### src/rtl/blkx_pkg.sv
package blkx_pkg;

    localparam int ADDR_W     = 32;
    localparam int LIST_W     = 16;
    localparam int CNT_W      = $clog2(LIST_W + 1);
    localparam int WORD_BYTES = 4;
    localparam int PC_AHEAD   = 8;

    typedef enum logic [1:0] {
        MODE_DEC_AFTER  = 2'b00,
        MODE_INC_AFTER  = 2'b01,
        MODE_DEC_BEFORE = 2'b10,
        MODE_INC_BEFORE = 2'b11
    } xfer_mode_e;

    typedef struct packed {
        logic [ADDR_W-1:0] base;
        logic              base_pc;
        logic              pre;
        logic              up;
        logic              wb;
        logic [LIST_W-1:0] list;
    } xfer_req_t;

    typedef struct packed {
        logic [ADDR_W-1:0] first;
        logic [ADDR_W-1:0] last;
        logic [ADDR_W-1:0] wb_val;
        logic              wb_en;
        logic              pc_chg;
    } xfer_res_t;

    function automatic xfer_mode_e mode_of(input logic pre, input logic up);
        return xfer_mode_e'({pre, up});
    endfunction

    function automatic logic [ADDR_W-1:0] span_of(input logic [CNT_W-1:0] n);
        return ADDR_W'(n) * ADDR_W'(WORD_BYTES);
    endfunction

endpackage

### src/rtl/blkx_popcount.sv
module blkx_popcount #(
    parameter int W  = blkx_pkg::LIST_W,
    parameter int CW = $clog2(W + 1)
) (
    input  logic [W-1:0]  bits_i,
    output logic [CW-1:0] count_o
);
    logic [CW-1:0] partial [W+1];

    assign partial[0] = '0;

    for (genvar i = 0; i < W; i++) begin : g_acc
        assign partial[i+1] = partial[i] + CW'(bits_i[i]);
    end

    assign count_o = partial[W];
endmodule

### src/rtl/blkx_addr_calc.sv
module blkx_addr_calc
    import blkx_pkg::*;
(
    input  xfer_req_t        req_i,
    input  logic [CNT_W-1:0] count_i,
    output xfer_res_t        res_o
);
    localparam logic [ADDR_W-1:0] STEP  = ADDR_W'(WORD_BYTES);
    localparam logic [ADDR_W-1:0] AHEAD = ADDR_W'(PC_AHEAD);

    logic [ADDR_W-1:0] span;
    logic [ADDR_W-1:0] eff_base;
    xfer_mode_e        mode;

    always_comb begin
        span     = span_of(count_i);
        eff_base = req_i.base_pc ? (req_i.base + AHEAD) : req_i.base;
        mode     = mode_of(req_i.pre, req_i.up);
        res_o    = '0;

        unique case (mode)
            MODE_DEC_AFTER: begin
                res_o.first = eff_base - span + STEP;
                res_o.last  = eff_base;
            end
            MODE_INC_AFTER: begin
                res_o.first = eff_base;
                res_o.last  = eff_base + span - STEP;
            end
            MODE_DEC_BEFORE: begin
                res_o.first = eff_base - span;
                res_o.last  = eff_base - STEP;
            end
            MODE_INC_BEFORE: begin
                res_o.first = eff_base + STEP;
                res_o.last  = eff_base + span;
            end
            default: begin
                res_o.first = eff_base;
                res_o.last  = eff_base;
            end
        endcase

        res_o.wb_val = req_i.up ? (req_i.base + span) : (req_i.base - span);
        res_o.wb_en  = req_i.wb;
        res_o.pc_chg = req_i.wb & req_i.base_pc;
    end
endmodule

### src/rtl/blkx_out_reg.sv
module blkx_out_reg
    import blkx_pkg::*;
(
    input  logic      clk,
    input  logic      rst,
    input  logic      valid_i,
    input  xfer_res_t res_i,
    output logic      valid_o,
    output xfer_res_t res_o
);
    always_ff @(posedge clk) begin
        if (rst) begin
            valid_o <= 1'b0;
            res_o   <= '0;
        end else begin
            valid_o      <= valid_i;
            res_o.wb_en  <= valid_i & res_i.wb_en;
            res_o.pc_chg <= valid_i & res_i.pc_chg;
            if (valid_i) begin
                res_o.first  <= res_i.first;
                res_o.last   <= res_i.last;
                res_o.wb_val <= res_i.wb_val;
            end
        end
    end
endmodule

### src/rtl/blkxfer_addr_gen.sv
module blkxfer_addr_gen
    import blkx_pkg::*;
(
    input  logic              clk,
    input  logic              rst,
    input  logic              in_valid,
    input  logic [ADDR_W-1:0] base_val,
    input  logic              base_is_pc,
    input  logic              pre_idx,
    input  logic              up_dir,
    input  logic              wb_req,
    input  logic [LIST_W-1:0] reg_list,
    output logic              out_valid,
    output logic [ADDR_W-1:0] first_addr,
    output logic [ADDR_W-1:0] last_addr,
    output logic [ADDR_W-1:0] wb_value,
    output logic              wb_en,
    output logic              pc_upd
);
    xfer_req_t        req;
    xfer_res_t        res_d;
    xfer_res_t        res_q;
    logic [CNT_W-1:0] word_cnt;

    assign req.base    = base_val;
    assign req.base_pc = base_is_pc;
    assign req.pre     = pre_idx;
    assign req.up      = up_dir;
    assign req.wb      = wb_req;
    assign req.list    = reg_list;

    blkx_popcount #(.W(LIST_W), .CW(CNT_W)) u_count (
        .bits_i  (req.list),
        .count_o (word_cnt)
    );

    blkx_addr_calc u_calc (
        .req_i   (req),
        .count_i (word_cnt),
        .res_o   (res_d)
    );

    blkx_out_reg u_oreg (
        .clk     (clk),
        .rst     (rst),
        .valid_i (in_valid),
        .res_i   (res_d),
        .valid_o (out_valid),
        .res_o   (res_q)
    );

    assign first_addr = res_q.first;
    assign last_addr  = res_q.last;
    assign wb_value   = res_q.wb_val;
    assign wb_en      = res_q.wb_en;
    assign pc_upd     = res_q.pc_chg;
endmodule

### config.mk
export PLATFORM = sky130hd
export DESIGN_NAME = blkxfer_addr_gen
export DESIGN_NICKNAME = d
export VERILOG_FILES = /design/src/rtl/blkx_pkg.sv /design/src/rtl/blkx_popcount.sv /design/src/rtl/blkx_addr_calc.sv /design/src/rtl/blkx_out_reg.sv /design/src/rtl/blkxfer_addr_gen.sv
export SDC_FILE = /design/constraint.sdc
export NUM_CORES = 1
export LEC_CHECK = 0
export BUFFER_PORTS_ARGS = -buffer_cell sky130_fd_sc_hd__buf_2
export CAP_MARGIN = 20
export CORE_ASPECT_RATIO = 1.75
export CORE_MARGIN = 2
export CORE_UTILIZATION = 59
export CTS_CLUSTER_DIAMETER = 150
export DETAILED_ROUTE_END_ITERATION = 8
export GPL_TIMING_DRIVEN = 0
export PLACE_DENSITY = 0.81
export SYNTH_ARGS = -nofsm -noshare
export SYNTH_HDL_FRONTEND = slang
export SYNTH_HIERARCHICAL = 1
export SYNTH_SLANG_ARGS = --single-unit
### constraint.sdc
create_clock -name clk -period 21.7 [get_ports clk]
set_input_delay 3.255 -clock clk [delete_from_list [all_inputs] [get_ports clk]]
set_output_delay 3.255 -clock clk [all_outputs]
set_load 0.02 [all_outputs]
==> run_results.csv <==
group,metric,value,unit
setup_path,r2r_cells,2,
synth,yosysSeqAreaShare,0.165,
sta,final.min_clock_period,11.75,ns
cts,cts_resized,0,
sta,tns,0,ns
sta,slew_violations,0,
routing,drt_pass1_iterations,7,
synth,avgSynthCellArea,7.35,sq um
routing,wl_met1,16900,um
status,status,"completed",
place,dpl.cell_count,2032,
place,place_ws,9.89,ns
cts,postCtsHoldBufs,0,
floorplan,num_rows,69,
setup_path,crit_path_max_incr_delay,0.81,ns
layout,area_growth,11.8,%
synth,ys_seq_elements,99,
sta,skew,0,ns
synth,synth_cell_types,93,
sta,tightest_slew,1.27,ns
floorplan,core_area,0.0201,sq mm
place,numPortBuffers,146,
routing,met2WireLength,23600,um
layout,stdcell_count,2053,
sta,timing.final.ws_setup,9.95,ns
global_routing,grt_usage,0.454,
routing,drc,0,
sta,rsz0062_at_grt,"no",
setup_path,end_kind,"flip-flop",
layout,final_layout_size_suffix_gt1_frac,0.142,
routing,wl,50100,um
layout,fin_nets,1916,
pwr,p_leak,5.60,nW
cts,clk_root_buffer_cell,"clkbuf_16",
routing,drtIter0Drc,1406,
hold_path,whs_path_depth,2,
job,drv_cap,0,
cts,cts_tree,"done",
pwr,ir_drop,103,uV
global_routing,grt_pass1_vias,13400,
cts,clkTransAtPathRegs,0.08,ns
cts,h-tree-depth,3,
synth,synth_edf_count,0,
pwr,p_total,1.41,mW
cts,insertion_delay,0.38,ns
place,place_hpwl,38900,um
synth,syn_inst,1636,
layout,final_common_cell,"nor2_1",
floorplan,die_height,193,um
routing,highest_layer,"met4",
cts,cts_inserted_buffers,9,
global_routing,grt_pass1_wl,75100,um
sta,period_share,0.541,
floorplan,die-area,0.0216,sq mm
cts,cts_buffer_depth,2,
floorplan,die_w,112,um
setup_path,arrival,12.00,ns
routing,vias,13800,
routing,wl_met3,4470,um
synth,netlist_area,0.0120,sq mm
sta,slew_headroom,0.150,
sta,final_hold_viol_count,0,
routing,postRouteAntennaNets,0,
synth,syn-num-nets,1753,
pwr,p_per_area,105,mW/mm^2
cts,post-cts-setup-buffers,0,
synth,synth_flop_cell,"dfxtp_1",
setup_path,cpMaxStageDelayCell,"nor4_1",
setup_path,worstPathRequired,21.96,ns
cts,cts.sinks,99,
routing,wl_per_cell,24.4,um
global_routing,antenna_found_initial,0,
sta,fmax,0.0851,GHz
hold_path,min_path_type,"reg2reg",
place,placed_area,0.0131,sq mm
sta,setup_viol,0,
setup_path,worstPathMaxFanout,10,
setup_path,worstSetupPathType,"in2reg",
place,place_congestion,1.05,
global_routing,grt_max_degree,21,
layout,design_area,0.0134,sq mm
routing,viasPerCell,6.71,
global_routing,overflow,0,
setup_path,startpoint_type,"input pin",
setup_path,crit_top_cell,"fa_1",
layout,final_cell_mix,"nor2_1, buf_2, nand2_1, mux2i_1, xnor2_1",
floorplan,io_pins,154,
synth,synth_warnings,6,
floorplan,initial_core_util,0.598,
synth,async_reset_ff_frac,0,
==> cells in the mapped netlist, types with 23 or more instances <==
library cell / instances / area, sq um
xnor2_1: 112 / 981
nand4_1: 37 / 231
nor3_1: 64 / 320
inv_1: 56 / 210
xor2_1: 36 / 315
ha_1: 49 / 613
clkbuf_1: 52 / 195
o21ai_0: 81 / 405
nand2_1: 126 / 473
dfxtp_1: 99 / 1980
nor2_1: 224 / 841
buf_4: 23 / 173
a21oi_1: 81 / 405
nand3_1: 54 / 270
nor4_1: 24 / 150
mux2i_1: 123 / 1230
==> flip-flops by register name, summed over array words and instances, names as in the netlist <==
register	cells
u_oreg/res_o	98
u_oreg/valid_o	1
==> layout make-up <==
class                      instances  area (sq um)
antenna                            1          2.50
inverter                          57           214
fill                            1781          6670
multi-input combinational       1372          9260
clock buffer                       9           225
sequential                        99          1980
tap                              248           310
timing repair buffer             152           773
clock inverter                     7           100
buffer                           108           576
==> report_power, final <==
group	leakage [nW]	switching (mW)	internal (mW)	total, mW
sequential	0.818	0.0179	0.218	0.236
combinational	4.62	0.628	0.369	0.997
clock	0.161	0.0832	0.0940	0.177
total	5.60	0.730	0.681	1.41
==> final timing paths <==
kind	from	endpoint	slack, ns
max	reg_list[11]	u_oreg/res_o[94]	9.95
max reg2reg	u_oreg/res_o[71]	u_oreg/res_o[71]	20.95
min	u_oreg/res_o[84]	u_oreg/res_o[84]	0.49
min reg2reg	u_oreg/res_o[84]	u_oreg/res_o[84]	0.49
==> worst max-delay path, delay by kind of cell <==
kind	cells	cell delay, ns
AO/OA/AOI/OAI	9	2.95
adder cells (fa/ha/maj)	7	2.86
AND/OR/NAND/NOR	3	1.42
buffers and inverters	7	0.86
XOR/XNOR	2	0.49
multiplexers	1	0.14
==> metrics by stage <==
stage,hold slack [ns],utilization
3_3_place_gp,0.467,0.650
5_1_grt,0.521,0.668
4_1_cts,0.496,0.667
6_report,0.492,0.668
3_5_place_dp,0.477,0.651
2_1_floorplan,0.583,-
==> kinds of logic (layout without fill, tap and decap cells) <==
logic type,after synthesis,after routing,synth area share
buf+inv,165,333,0.0656
xor+xnor,148,148,0.108
compound gates,384,384,0.214
fa+ha+maj,62,62,0.0726
other cells,0,1,0
mux,131,131,0.110
simple gates,647,647,0.265
flops,99,99,0.165
==> per-layer routing <==
layer  vias to the layer above  track usage
met4                         0        0.391
met1                      6301        0.472
met2                       876        0.771
li1                       6268            -
met3                       339       0.0996
met5                         -       0.0190
No activity file was read; power rests on OpenSTA's default activity.
